<file path="src/rtl/eirq_pkg.sv">
package eirq_pkg;
  localparam int CTRL_W = 4;

  // Field order follows the register bit positions: pin_en is bit 3.
  typedef struct packed {
    logic pin_en;      // bit 3: accept pin edges
    logic rise_pol;    // bit 2: 1 = rising / high, 0 = falling / low
    logic both_edges;  // bit 1: 1 = both edges valid
    logic tmr_sync;    // bit 0: valid edge also starts the timer
  } eirq_ctrl_t;
endpackage

</file>
<file path="src/rtl/eirq_sync_filter.sv">
module eirq_sync_filter #(
  parameter int SYNC_STAGES = 2,
  parameter int MIN_HOLD    = 4
) (
  input  logic clk,
  input  logic rst_n,
  input  logic pin_raw,
  output logic level_o,
  output logic edge_o
);
  localparam int CNT_W = $clog2(MIN_HOLD + 1);
  localparam logic [CNT_W-1:0] HOLD_LAST = CNT_W'(MIN_HOLD - 1);

  logic [SYNC_STAGES-1:0] sync_q;
  logic                   s_lvl;
  logic                   cand_q;
  logic [CNT_W-1:0]       cnt_q;
  logic                   qual_q;
  logic                   edge_q;

  generate
    if (SYNC_STAGES == 1) begin : g_one
      always_ff @(posedge clk or negedge rst_n)
        if (!rst_n) sync_q <= '0;
        else        sync_q <= pin_raw;
    end else begin : g_many
      always_ff @(posedge clk or negedge rst_n)
        if (!rst_n) sync_q <= '0;
        else        sync_q <= {sync_q[SYNC_STAGES-2:0], pin_raw};
    end
  endgenerate

  assign s_lvl = sync_q[SYNC_STAGES-1];

  // The candidate level is counted from the first cycle it is seen; a
  // change restarts the count and the count saturates at HOLD_LAST.
  always_ff @(posedge clk or negedge rst_n) begin
    if (!rst_n) begin
      cand_q <= 1'b0;
      cnt_q  <= HOLD_LAST;
      qual_q <= 1'b0;
      edge_q <= 1'b0;
    end else begin
      edge_q <= 1'b0;
      if (s_lvl != cand_q) begin
        cand_q <= s_lvl;
        cnt_q  <= CNT_W'(1);
      end else if (cnt_q == HOLD_LAST) begin
        if (cand_q != qual_q) begin
          qual_q <= cand_q;
          edge_q <= 1'b1;
        end
      end else begin
        cnt_q <= cnt_q + CNT_W'(1);
      end
    end
  end

  assign level_o = qual_q;
  assign edge_o  = edge_q;
endmodule

</file>
<file path="src/rtl/eirq_edge_sel.sv">
module eirq_edge_sel
  import eirq_pkg::*;
(
  input  eirq_ctrl_t ctrl,
  input  logic       edge_i,
  input  logic       level_i,
  output logic       valid_o,
  output logic       at_level_o
);
  logic rise, fall, picked;

  assign rise   = edge_i & level_i;
  assign fall   = edge_i & ~level_i;
  assign picked = ctrl.both_edges ? (rise | fall)
                                  : (ctrl.rise_pol ? rise : fall);
  assign valid_o    = ctrl.pin_en & picked;
  assign at_level_o = (level_i == ctrl.rise_pol);
endmodule

</file>
<file path="src/rtl/eirq_req_flag.sv">
module eirq_req_flag (
  input  logic clk,
  input  logic rst_n,
  input  logic set_i,
  input  logic ack_i,
  input  logic skip_i,
  input  logic tsync_i,
  output logic flag_o,
  output logic tmr_o
);
  always_ff @(posedge clk or negedge rst_n) begin
    if (!rst_n) begin
      flag_o <= 1'b0;
      tmr_o  <= 1'b0;
    end else begin
      tmr_o <= set_i & tsync_i;
      if (set_i)               flag_o <= 1'b1;
      else if (ack_i | skip_i) flag_o <= 1'b0;
    end
  end
endmodule

</file>
<file path="src/rtl/ext_edge_irq.sv">
module ext_edge_irq
  import eirq_pkg::*;
#(
  parameter int SYNC_STAGES = 2,
  parameter int MIN_HOLD    = 4
) (
  input  logic              clk,
  input  logic              rst_n,
  input  logic              pin_in,
  input  logic              ctrl_wr,
  input  logic [CTRL_W-1:0] acc_wr_data,
  output logic [CTRL_W-1:0] ctrl_rd_data,
  input  logic              src_en,
  input  logic              glob_en,
  input  logic              irq_ack,
  input  logic              skip_taken,
  output logic              skip_flag,
  output logic              level_test,
  output logic              irq_req,
  output logic              tmr_start
);
  eirq_ctrl_t ctrl_q;
  logic       filt_lvl, filt_edge, edge_ok;

  always_ff @(posedge clk or negedge rst_n)
    if (!rst_n)       ctrl_q <= '0;
    else if (ctrl_wr) ctrl_q <= eirq_ctrl_t'(acc_wr_data);

  assign ctrl_rd_data = ctrl_q;

  eirq_sync_filter #(.SYNC_STAGES(SYNC_STAGES), .MIN_HOLD(MIN_HOLD)) u_filt (
    .clk(clk), .rst_n(rst_n), .pin_raw(pin_in),
    .level_o(filt_lvl), .edge_o(filt_edge)
  );

  eirq_edge_sel u_sel (
    .ctrl(ctrl_q), .edge_i(filt_edge), .level_i(filt_lvl),
    .valid_o(edge_ok), .at_level_o(level_test)
  );

  eirq_req_flag u_flag (
    .clk(clk), .rst_n(rst_n), .set_i(edge_ok), .ack_i(irq_ack),
    .skip_i(skip_taken), .tsync_i(ctrl_q.tmr_sync),
    .flag_o(skip_flag), .tmr_o(tmr_start)
  );

  assign irq_req = skip_flag & src_en & glob_en;
endmodule


</file>
<file path="config.mk">
export PLATFORM = sky130hd
export DESIGN_NAME = ext_edge_irq
export DESIGN_NICKNAME = d
export VERILOG_FILES = /design/src/rtl/eirq_pkg.sv /design/src/rtl/eirq_sync_filter.sv /design/src/rtl/eirq_edge_sel.sv /design/src/rtl/eirq_req_flag.sv /design/src/rtl/ext_edge_irq.sv
export SDC_FILE = /design/constraint.sdc
export NUM_CORES = 1
export LEC_CHECK = 0
export BUFFER_PORTS_ARGS = -buffer_cell sky130_fd_sc_hd__buf_2
export CAP_MARGIN = 20
export CORE_MARGIN = 8
export CORE_UTILIZATION = 46
export CTS_CLUSTER_DIAMETER = 30
export CTS_CLUSTER_SIZE = 30
export DETAILED_ROUTE_END_ITERATION = 6
export GPL_TIMING_DRIVEN = 0
export PLACE_DENSITY = 0.74
export SKIP_CTS_REPAIR_TIMING = 1
export SYNTH_ARGS = -nofsm -noshare
export SYNTH_HDL_FRONTEND = slang
export SYNTH_SLANG_ARGS = --single-unit
</file>
<file path="constraint.sdc">
create_clock -name clk -period 2.11 [get_ports clk]
set_clock_uncertainty 0.15 [all_clocks]
set_input_delay 0.422 -clock clk [delete_from_list [all_inputs] [get_ports clk]]
set_output_delay 0.422 -clock clk [all_outputs]
set_load 0.005 [all_outputs]
</file>
; ---- Yosys cells after proc, flatten, opt, wreduce, memory -nomap -nowiden
; Index checks and enable logic that the tools add are counted.
[word_totals]
elab_cells = 38
output_inout_bits = 8
register_bits = 14
[op_classes]
n_bitwise = 10
reduce_logical = 2
addsub = 1
n_eq_ne = 5
muxes = 9
[op_table]
columns = op, n
row1 = 1-bit 2-to-1 mux, 7
row2 = 1-bit AND, 6
row3 = 3-bit 2-to-1 mux, 2
row4 = "3-bit by 1-bit adder with 3-bit output, second input constant", 1
row5 = "3-bit by 2-bit equality test with 1-bit output, second input constant", 1
row6 = 3-bit AND reduction, 1
row7 = 1-bit != test, 2
row8 = "2-bit by 1-bit != test with 1-bit output, second input constant", 1
row9 = 1-bit inverter, 2
row10 = 1-bit bitwise OR, 2
row11 = 2-bit nonzero test, 1
row12 = 1-bit equality test, 1

; ---- Depth between registers and ports, before layout
; Gate-level depths: netlist (run 1).
[depth]
depth_word = 6
depth_mapped = 5

; ---- Cells and area by module
; Synthesis (run 1) repeated with hierarchy kept, for this count alone.
[hier_totals]
hier_cells = 42
area_unflattened_um2 = 583.1
[modules_own_cells]
columns = module, cells_each, instances, area_per_inst_um2
row1 = eirq_sync_filter, 26, 1, 345.3
row2 = ext_edge_irq, 9, 1, 151.4
row3 = eirq_req_flag, 5, 1, 67.6
row4 = eirq_edge_sel, 2, 1, 18.8

; ---- Least setup slack after synthesis (run 1)
; Ideal clock, no wire load.
[synth_timing]
kind = register to register
startpoint = reg u_filt.cnt_q[0]
endpoint = reg u_filt.qual_q (netlist: u_filt.level_o)
setup_ps = 121
setup_slack_ps = 595
path_stages_with_launch = 6
t_arrival_ps = 1244
required_ps = 1839
cell_sequence = dfstp_2 -> ha_1 -> ha_1 -> clkbuf_2 -> a21o_2 -> a22o_1
[synth_via]
elab_chain_len = 2
[synth_lines]
columns = element, line_no
row1 = from (decl), eirq_sync_filter.sv:17  ; logic [CNT_W-1:0] cnt_q;
row2 = from (signal assigned), eirq_sync_filter.sv:54  ; cnt_q <= cnt_q + CNT_W'(1);
row3 = 3-bit by 2-bit equality test with 1-bit output, eirq_sync_filter.sv:48  ; end else if (cnt_q == HOLD_LAST) begin
row4 = 3-bit AND reduction (no source line), -
row5 = to (signal assigned), eirq_sync_filter.sv:50  ; qual_q <= cand_q;
row6 = to (decl), eirq_sync_filter.sv:18  ; logic qual_q;
; Every way passes these cells.
; A chain may end at the register's enable or synchronous reset.

; ---- Worst setup path after layout (run 1)
[layout_timing]
startpoint = reg u_filt.qual_q (netlist: u_filt.level_o)
endpoint = out level_test
[layout_via]
elab_chain_len = 1
[layout_lines]
columns = element, line_no
row1 = 1-bit equality test, eirq_edge_sel.sv:17  ; assign at_level_o = (level_i == ctrl.rise_pol);
row2 = to (decl), ext_edge_irq.sv:18  ; output logic level_test,
; Every way passes these cells.

==> impl_metrics.env, run 1 <==
export IMPL_setup_violations=0
export IMPL_yosys_area_share_adder_pct=4.193
export IMPL_powerDensity_nw_per_um2=979.0
export IMPL_place_area_um2=710.7
export IMPL_cpPeakStageDelay_ps=420
export IMPL_antenna_found_initial=0
export IMPL_muxShareOfSynthArea_pct=7.338
export IMPL_grt_first_pass_wirelength_um=1697
export IMPL_finalHoldWorstSlack_ps=98.39
export IMPL_synth_edf_count=0
export IMPL_core_area_um2=1252
export IMPL_grt_pass1_vias=410
export IMPL_syn_area_um2=596.8
export IMPL_drc=0
export IMPL_yosys_area_share_simple_pct=11.95
export IMPL_start_kind="flop"
export IMPL_synth_fp_nets=62
export IMPL_gr_total_overflow=0
export IMPL_leakage_nw=0.3757
export IMPL_post_route_util_pct=60.44
export IMPL_antenna_left=0
export IMPL_routedWlPerCell_um=12.36
export IMPL_min_delay_path_class="in2reg"
export IMPL_dp_slack_ps=523.1
export IMPL_tns_ps=0
export IMPL_startpoint="u_filt.level_o$_DFFE_PN0P_"
export IMPL_track_usage_pct=8.640
export IMPL_peakVddDrop_mv=0.5565
export IMPL_clock_root_buffer="clkbuf_4"
export IMPL_gp_congestion=0.7897
export IMPL_fp_dieArea_um2=2706
export IMPL_total_power_mw=0.7411
export IMPL_synth_area_top_cells="dfrtp_1 50%, dfstp_2 8.8%, mux2_2 5.7%, xor2_1 4.4%, ha_1 4.2%"
export IMPL_slowest_stage="dfrtp_1"
export IMPL_first_pass_iters=5
export IMPL_fin_ws_ps=345.0
export IMPL_die_x_um=52.02
export IMPL_start_util_pct=47.65
export IMPL_worst_r2r_cell_count=5
export IMPL_path_clk_slew_ps=90
export IMPL_crit_end="level_test"
export IMPL_synth_compound_area_share_pct=8.386
export IMPL_timing_final_crit_share_pct=83.65
export IMPL_place_inst=82
export IMPL_synth_top_family_by_area="simple AND/OR/NAND/NOR gates"
export IMPL_hold_viol=0
export IMPL_ios=20
export IMPL_worstMarginPinSlew_ps=300.4
export IMPL_critPathMaxFanout=5
export IMPL_port_buffers=19
export IMPL_reg2reg_to="u_filt.level_o$_DFFE_PN0P_"
export IMPL_synth_commonest_cells="12 x dfrtp_1, 3 x inv_1, 3 x mux2_2, 3 x xor2_1"
export IMPL_max_slew_margin_pct=79.98
export IMPL_synth_seq_cells=14
export IMPL_slew_viol_final=0
export IMPL_crit_path_end_kind="output pin"
export IMPL_fmax_mhz=566.6
export IMPL_critical_path_class="reg2out"
export IMPL_vias=419
export IMPL_drt_iter0_drc=9
export IMPL_wl_um=1075
export IMPL_status="complete, no violations"
export IMPL_ff2ff_setup_slack_ps=530
export IMPL_synth_cell_types=26
export IMPL_period_needed_ps=1765
export IMPL_r2r_start="u_filt.cnt_q[0]$_DFFE_PN1P_"
export IMPL_crit_path_cell_trace="xor2_1 > inv_1 > buf_2"
export IMPL_clock_path_buffers=2
export IMPL_synth_ff_type="dfrtp_1"
export IMPL_max_cap_violations=0
export IMPL_synth_most_common_cell="dfrtp_1"
export IMPL_ys_warn_count=0
export IMPL_cts_htree_levels=1
export IMPL_grt_setup_unrepaired="no"
export IMPL_arrival_ps=1190
export IMPL_drive_above_1_share_pct=44.44
export IMPL_syn_inst=48
export IMPL_vias_per_cell=4.816
export IMPL_antennaDiodeCount=0
export IMPL_ys_seq_area_share_pct=59.12
export IMPL_avgSynthCellArea_um2=12.43
export IMPL_finalNetCount=87
export IMPL_cts_sinks=14
export IMPL_cts_buffers=3
export IMPL_clk_insertion_delay_late_ps=280
export IMPL_required_ps=1540
export IMPL_synth_top_area_cell="dfrtp_1"
export IMPL_row_count=13
export IMPL_synth_top_cell_area_share_pct=50.31
export IMPL_grt_max_degree=15
export IMPL_fin_area_um2=757.0
export IMPL_cts_tree="done"
export IMPL_synthArstFlopShare_pct=100.0
export IMPL_area_delta_synth_final_pct=26.83
export IMPL_stdcell_count=87
export IMPL_die_height_um=52.02
export IMPL_synth_xor_xnor_area_share_pct=4.403
-- logic make-up after synthesis --
logic type / Yosys count
xor gates and xnor gates: 3
adders and majority gates: 2
and+or+nand+nor: 12
buffers and inverters: 6
muxes: 4
AOI/OAI and AO/OA: 7
DFF: 14
-- layer usage --
| metal | wire, µm | track usage (%) | vias up |
|---|---|---|---|
| li1 | - | - | 210 |
| met1 | 486 | 9.864 | 193 |
| met2 | 474 | 12.00 | 14 |
| met3 | 99 | 4.274 | 2 |
| met4 | 15 | 6.637 | 0 |
| met5 | 0 | 0 | - |
-- worst min path at each step --
stage / cells past startpoint / slack (ps) / from / to
final: 1 / 100 / pin_in / u_filt.sync_q[0]$_DFF_PN0_
after detailed placement: 1 / 180 / rst_n / u_flag.flag_o$_DFFE_PN0P_
after floorplan: 0 / -20 / rst_n / ctrl_rd_data[0]$_DFFE_PN0P_
after CTS: 1 / -130 / rst_n / u_flag.tmr_o$_DFF_PN0_
after global placement: 1 / 180 / rst_n / u_flag.tmr_o$_DFF_PN0_
after global routing: 1 / 80 / pin_in / u_filt.sync_q[0]$_DFF_PN0_
-- placed cells by master (no fill, tap or decap) --
master,n
nand3b_1,1
a21oi_1,1
nor2b_1,1
xor2_1,3
a22o_1,1
dlygate4sd3_1,1
mux2_2,3
ha_1,2
mux2i_1,1
buf_2,19
clkbuf_8,1
dfstp_2,2
nor2_1,1
nand3_1,2
o211ai_1,1
clkbuf_1,1
buf_4,1
nand2_1,2
o21ai_0,1
dfrtp_1,12
a21boi_1,1
a211oi_1,1
or3b_1,1
and3_1,1
a21o_2,1
inv_1,3
clkbuf_4,3
or3b_2,1
clkbuf_2,1
nand2b_1,2
-- worst max-delay path, delay by kind of cell (launching register included) --
kind | cells | cell delay [ps]
XOR/XNOR | 1 | 290
buffers and inverters | 2 | 200
flip-flops | 1 | 420
-- registers in the layout, indices dropped and copies added (netlist names) --
name	count
u_filt.edge_o	1
u_filt.level_o	1
u_flag.tmr_o	1
u_filt.cnt_q	3
u_filt.sync_q	2
u_filt.cand_q	1
u_flag.flag_o	1
ctrl_rd_data	4
-- power by group --
| group | switching (mW) | leakage, nW | internal [mW] |
|---|---|---|---|
| clock | 0.0889 | 0.0210 | 0.105 |
| combinational | 0.0894 | 0.187 | 0.0999 |
| sequential | 0.0312 | 0.167 | 0.327 |
| total | 0.210 | 0.376 | 0.532 |
-- area by class of cell --
cell class	count	area, µm²
Tap cell	15	18.77
Inverter	3	11.26
Buffer	3	16.27
Clock buffer	4	36.28
Multi-Input combinational cell	28	216.5
Sequential cell	14	352.8
Timing Repair Buffer	20	105.1
Fill cell	98	495.5
No activity file was read; power rests on OpenSTA's default activity.
==> inputs of run 2 (changes only) <==
CORE_UTILIZATION = 42   (was 46)
PLACE_DENSITY = 0.71   (was 0.74)
clock period = 1.6 ns   (was 2.11 ns; I/O delays follow)
==> impl_metrics.env, run 2 (synthesis results as in run 1) <==
export IMPL_antennaDiodeCount=0
export IMPL_timing_final_crit_share_pct=98.08
export IMPL_vias=434
export IMPL_finalNetCount=88
export IMPL_gr_total_overflow=0
export IMPL_post_route_util_pct=59.16
export IMPL_antenna_found_initial=0
export IMPL_ios=20
export IMPL_drive_above_1_share_pct=46.58
export IMPL_power_switching_mw=0.2771
export IMPL_clock_path_buffers=2
export IMPL_drc=0
export IMPL_gp_congestion=0.7545
export IMPL_fp_dieArea_um2=2883
export IMPL_setup_violations=0
export IMPL_largest_reg_flops=4
export IMPL_drt_iter0_drc=1
export IMPL_start_util_pct=45.30
export IMPL_die_height_um=53.70
export IMPL_final_cell_mix="19 x buf_2, 12 x dfrtp_1, 3 x inv_1, 3 x mux2_2, 3 x clkbuf_4"
export IMPL_vias_per_cell=4.932
export IMPL_grt_setup_unrepaired="yes"
export IMPL_stdcell_count=88
export IMPL_area_delta_synth_final_pct=30.61
export IMPL_period_needed_ps=1569
export IMPL_cts_tree="done"
export IMPL_first_pass_iters=2
export IMPL_max_cap_violations=0
export IMPL_r2r_start="u_filt.cnt_q[0]$_DFFE_PN1P_"
export IMPL_clk_insertion_delay_late_ps=280
export IMPL_status="complete, no violations"
export IMPL_hold_depth=3
export IMPL_powerDensity_nw_per_um2=1276
export IMPL_routedWlPerCell_um=12.67
export IMPL_row_count=13
export IMPL_fmax_mhz=637.3
export IMPL_max_slew_margin_pct=79.15
export IMPL_holdPathEnd="ctrl_rd_data[1]$_DFFE_PN0P_"
export IMPL_total_power_mw=0.9950
export IMPL_slew_viol_final=0
export IMPL_critical_path_class="reg2out"
export IMPL_path_clk_slew_ps=80
export IMPL_ff2ff_setup_slack_ps=120
export IMPL_critPathMaxFanout=3
export IMPL_arrival_ps=1100
export IMPL_cts_htree_levels=1
export IMPL_peakVddDrop_mv=0.7109
export IMPL_hold_start="acc_wr_data[1]"
export IMPL_p_int_mw=0.7179
export IMPL_die_x_um=53.70
export IMPL_reg2reg_to="u_filt.cnt_q[2]$_DFFE_PN0P_"
export IMPL_grt_pass1_vias=420
export IMPL_cts_buffers=3
export IMPL_crit_path_end_kind="output pin"
export IMPL_hold_viol=0
export IMPL_antenna_left=0
export IMPL_clock_root_buffer="clkbuf_4"
export IMPL_worstMarginPinSlew_ps=312.7
export IMPL_start_kind="flop"
export IMPL_leakage_nw=0.3813
export IMPL_required_ps=1130
export IMPL_track_usage_pct=8.487
export IMPL_switching_share_pct=27.85
export IMPL_pwr_share_comb_pct=26.9
export IMPL_startpoint="ctrl_rd_data[2]$_DFFE_PN0P_"
export IMPL_power_frac_clock_pct=25.1
export IMPL_worst_r2r_cell_count=4
export IMPL_core_area_um2=1318
export IMPL_min_delay_path_class="in2reg"
export IMPL_port_buffers=19
export IMPL_cts_sinks=14
export IMPL_layout_commonest_cell="buf_2"
export IMPL_place_inst=82
export IMPL_finalHoldWorstSlack_ps=97.14
export IMPL_grt_max_degree=15
export IMPL_seqPwrFrac_pct=48.0
export IMPL_wl_um=1115
export IMPL_grt_first_pass_wirelength_um=1766
## run 2: changes by cell type in the layout (fill, tap and decap cells not counted), sizes merged
cell	delta
clkbuf	-1
dlygate4sd3	+1
buf	+1
## run 2: layout make-up
class                   instances  area [µm²]
well taps                      15       18.77
multi-input cells              28       226.5
fillers                       121       538.0
repair buffers                 22       122.6
flip-flops and latches         14       352.8
inverters                       3       11.26
clock buffers                   4       36.28
plain buffers                   2       11.26
## run 2: how the worst max path moves through the flow
stage | endpoint
floorplan | u_filt.level_o$_DFFE_PN0P_
global placement | u_filt.level_o$_DFFE_PN0P_
detailed placement | u_filt.level_o$_DFFE_PN0P_
CTS | level_test
global route | level_test
finish | level_test
## run 2: stage by stage
| stage | setup TNS [ps] | cell area, µm² | setup slack, ps |
|---|---|---|---|
| floorplan | 0 | 596.8 | 84.60 |
| global placement | 0 | 710.7 | 29.42 |
| detailed placement | 0 | 710.7 | 27.67 |
| CTS | -48.85 | 747.0 | -48.85 |
| global route | -44.98 | 779.5 | -44.98 |
| finish | 0 | 779.5 | 30.79 |
## run 2: critical path, stage by stage (launching register included)
cell and delay, ps:
dfrtp_1 420, xor2_2 210, inv_1 60, buf_2 120
## run 2: metal layers
metal / share of wire, % / GRT usage [%] / vias up / routed length (µm)
li1: - / - / 211 / -
met1: 42 / 8.414 / 210 / 465
met2: 50 / 14.29 / 13 / 555
met3: 8.4 / 5.510 / 0 / 94
met4: 0 / 2.521 / 0 / 0
met5: 0 / 0 / - / 0
## run 2: power groups by stage
stage,sequential (mW),combinational (mW),clock (mW)
2_1_floorplan,0.472,0.180,0
3_3_place_gp,0.477,0.241,0
3_5_place_dp,0.479,0.254,0
4_1_cts,0.475,0.254,0.259
5_1_grt,0.485,0.312,0.274
6_report,0.478,0.267,0.250
==> inputs of run 3 (changes only) <==
==> constraint.sdc (replaced) <==
create_clock -name clk -period 1.6 [get_ports clk]
set_clock_uncertainty 0.15 [all_clocks]
set_input_delay 0 -clock clk [delete_from_list [all_inputs] [get_ports clk]]
set_output_delay 0 -clock clk [all_outputs]
set_load 0.005 [all_outputs]
==> impl_metrics.env, run 3 (synthesis results as in run 1) <==
export IMPL_total_power_mw=1.008
export IMPL_finalHoldWorstSlack_ps=-16.99
export IMPL_crit_top_cell="dlygate4sd3_1"
export IMPL_min_delay_path_class="in2async"
export IMPL_cts_buffers=3
export IMPL_finalNetCount=98
export IMPL_final_cell_mix="19 x buf_2, 13 x dlygate4sd3_1, 12 x dfrtp_1"
export IMPL_start_util_pct=45.30
export IMPL_max_cap_violations=0
export IMPL_startpoint="ctrl_wr"
export IMPL_port_buffers=19
export IMPL_cts_htree_levels=1
export IMPL_r2r_start="ctrl_rd_data[3]$_DFFE_PN0P_"
export IMPL_arrival_ps=1590
export IMPL_fillers=109
export IMPL_die_x_um=53.70
export IMPL_first_pass_iters=4
export IMPL_leakage_nw=0.4187
export IMPL_tns_ps=0
export IMPL_grt_max_degree=15
export IMPL_crit_path_cell_trace="dlygate4sd3_1 > buf_2 > mux2_2 > dlygate4sd3_1"
export IMPL_required_ps=1620
export IMPL_reg2reg_to="ctrl_rd_data[3]$_DFFE_PN0P_"
export IMPL_critical_path_class="in2reg"
export IMPL_routedWlPerCell_um=13.68
export IMPL_cts_sinks=14
export IMPL_area_delta_synth_final_pct=46.54
export IMPL_clock_root_buffer="clkbuf_4"
export IMPL_row_count=13
export IMPL_gp_congestion=0.7545
export IMPL_slowest_stage="dlygate4sd3_1"
export IMPL_vias_per_cell=4.847
export IMPL_crit_path_end_kind="flop"
export IMPL_gr_total_overflow=0
export IMPL_cts_tree="done"
export IMPL_grt_pass1_vias=420
export IMPL_ff2ff_setup_slack_ps=90
export IMPL_ios=20
export IMPL_path_clk_slew_ps=80
export IMPL_powerDensity_nw_per_um2=1152
export IMPL_period_needed_ps=1567
export IMPL_antennaDiodeCount=0
export IMPL_cpPeakStageDelay_ps=550
export IMPL_setup_violations=0
export IMPL_clock_path_buffers=2
export IMPL_drive_above_1_share_pct=38.55
export IMPL_start_kind="input pin"
export IMPL_worst_r2r_cell_count=2
export IMPL_critPathMaxFanout=5
export IMPL_wl_um=1341
export IMPL_slew_viol_final=0
export IMPL_status="finished, violations left"
export IMPL_antenna_left=0
export IMPL_fmax_mhz=638.2
export IMPL_clk_insertion_delay_late_ps=280
export IMPL_hold_viol=12
export IMPL_timing_final_crit_share_pct=97.94
export IMPL_track_usage_pct=8.487
export IMPL_drc=0
export IMPL_die_height_um=53.70
export IMPL_peakVddDrop_mv=0.7398
export IMPL_layout_commonest_cell="buf_2"
export IMPL_drt_iter0_drc=12
export IMPL_vias=475
export IMPL_grt_first_pass_wirelength_um=1766
export IMPL_violations="hold timing"
export IMPL_largest_reg_flops=4
export IMPL_worstMarginPinSlew_ps=304.3
export IMPL_grt_setup_unrepaired="no"
export IMPL_max_slew_margin_pct=79.72
export IMPL_fp_dieArea_um2=2883
export IMPL_crit_end="ctrl_rd_data[0]$_DFFE_PN0P_"
export IMPL_core_area_um2=1318
export IMPL_antenna_found_initial=0
## run 3: cell count changes in the layout (fill, tap and decap cells not counted), sizes merged
cell         delta
dlygate4sd3    +11
buf             -1
## run 3: area by class of cell
cell class	count	area [µm²]	area share (%)
Tap cell	15	18.77	2.146
Inverter	3	11.26	1.288
Multi-Input combinational cell	28	219.0	25.04
Sequential cell	14	352.8	40.34
Timing Repair Buffer	32	225.2	25.75
Clock buffer	4	36.28	4.149
Buffer	2	11.26	1.288
## run 3: critical path, delay by kind of cell
family                 cells  cell delay, ps
buffers and inverters      3            1230
multiplexers               1             360
## run 3: how the worst min path moves through the flow
stage               startpoint                           to  slack, ps
finish                   rst_n   u_filt.sync_q[0]$_DFF_PN0_        -20
global route             rst_n   u_filt.sync_q[1]$_DFF_PN0_          6
CTS                      rst_n   u_filt.sync_q[0]$_DFF_PN0_       -550
detailed placement       rst_n   u_filt.sync_q[0]$_DFF_PN0_       -240
global placement         rst_n   u_filt.sync_q[0]$_DFF_PN0_       -240
floorplan                rst_n  ctrl_rd_data[0]$_DFFE_PN0P_       -450
## run 3: where the power goes
part           leakage, nW  switching, mW  internal [mW]  total [mW]
Sequential           0.167         0.0452          0.431       0.476
Clock               0.0210          0.112          0.138       0.251
Combinational        0.230          0.123          0.158       0.281
## run 3: layer usage
layer / vias up / track usage, % / share of wire [%]
met2: 15 / 14.29 / 54
met4: 0 / 2.521 / 0
met1: 230 / 8.414 / 38
met5: - / 0 / 0
met3: 0 / 5.510 / 7.5
li1: 230 / - / -
## run 3: metrics by stage
stage	hold WS, ps	worst slack [ps]	cell area [µm²]	cells	utilization [%]
2_1_floorplan	-445.6	84.60	596.8	48	-
3_3_place_gp	-244.9	29.42	710.7	82	53.94
6_report	-16.99	32.98	874.6	98	66.38
5_1_grt	5.859	21.75	874.6	98	66.38
4_1_cts	-548.4	11.72	747.0	86	56.70
3_5_place_dp	-240.4	27.67	710.7	82	53.94
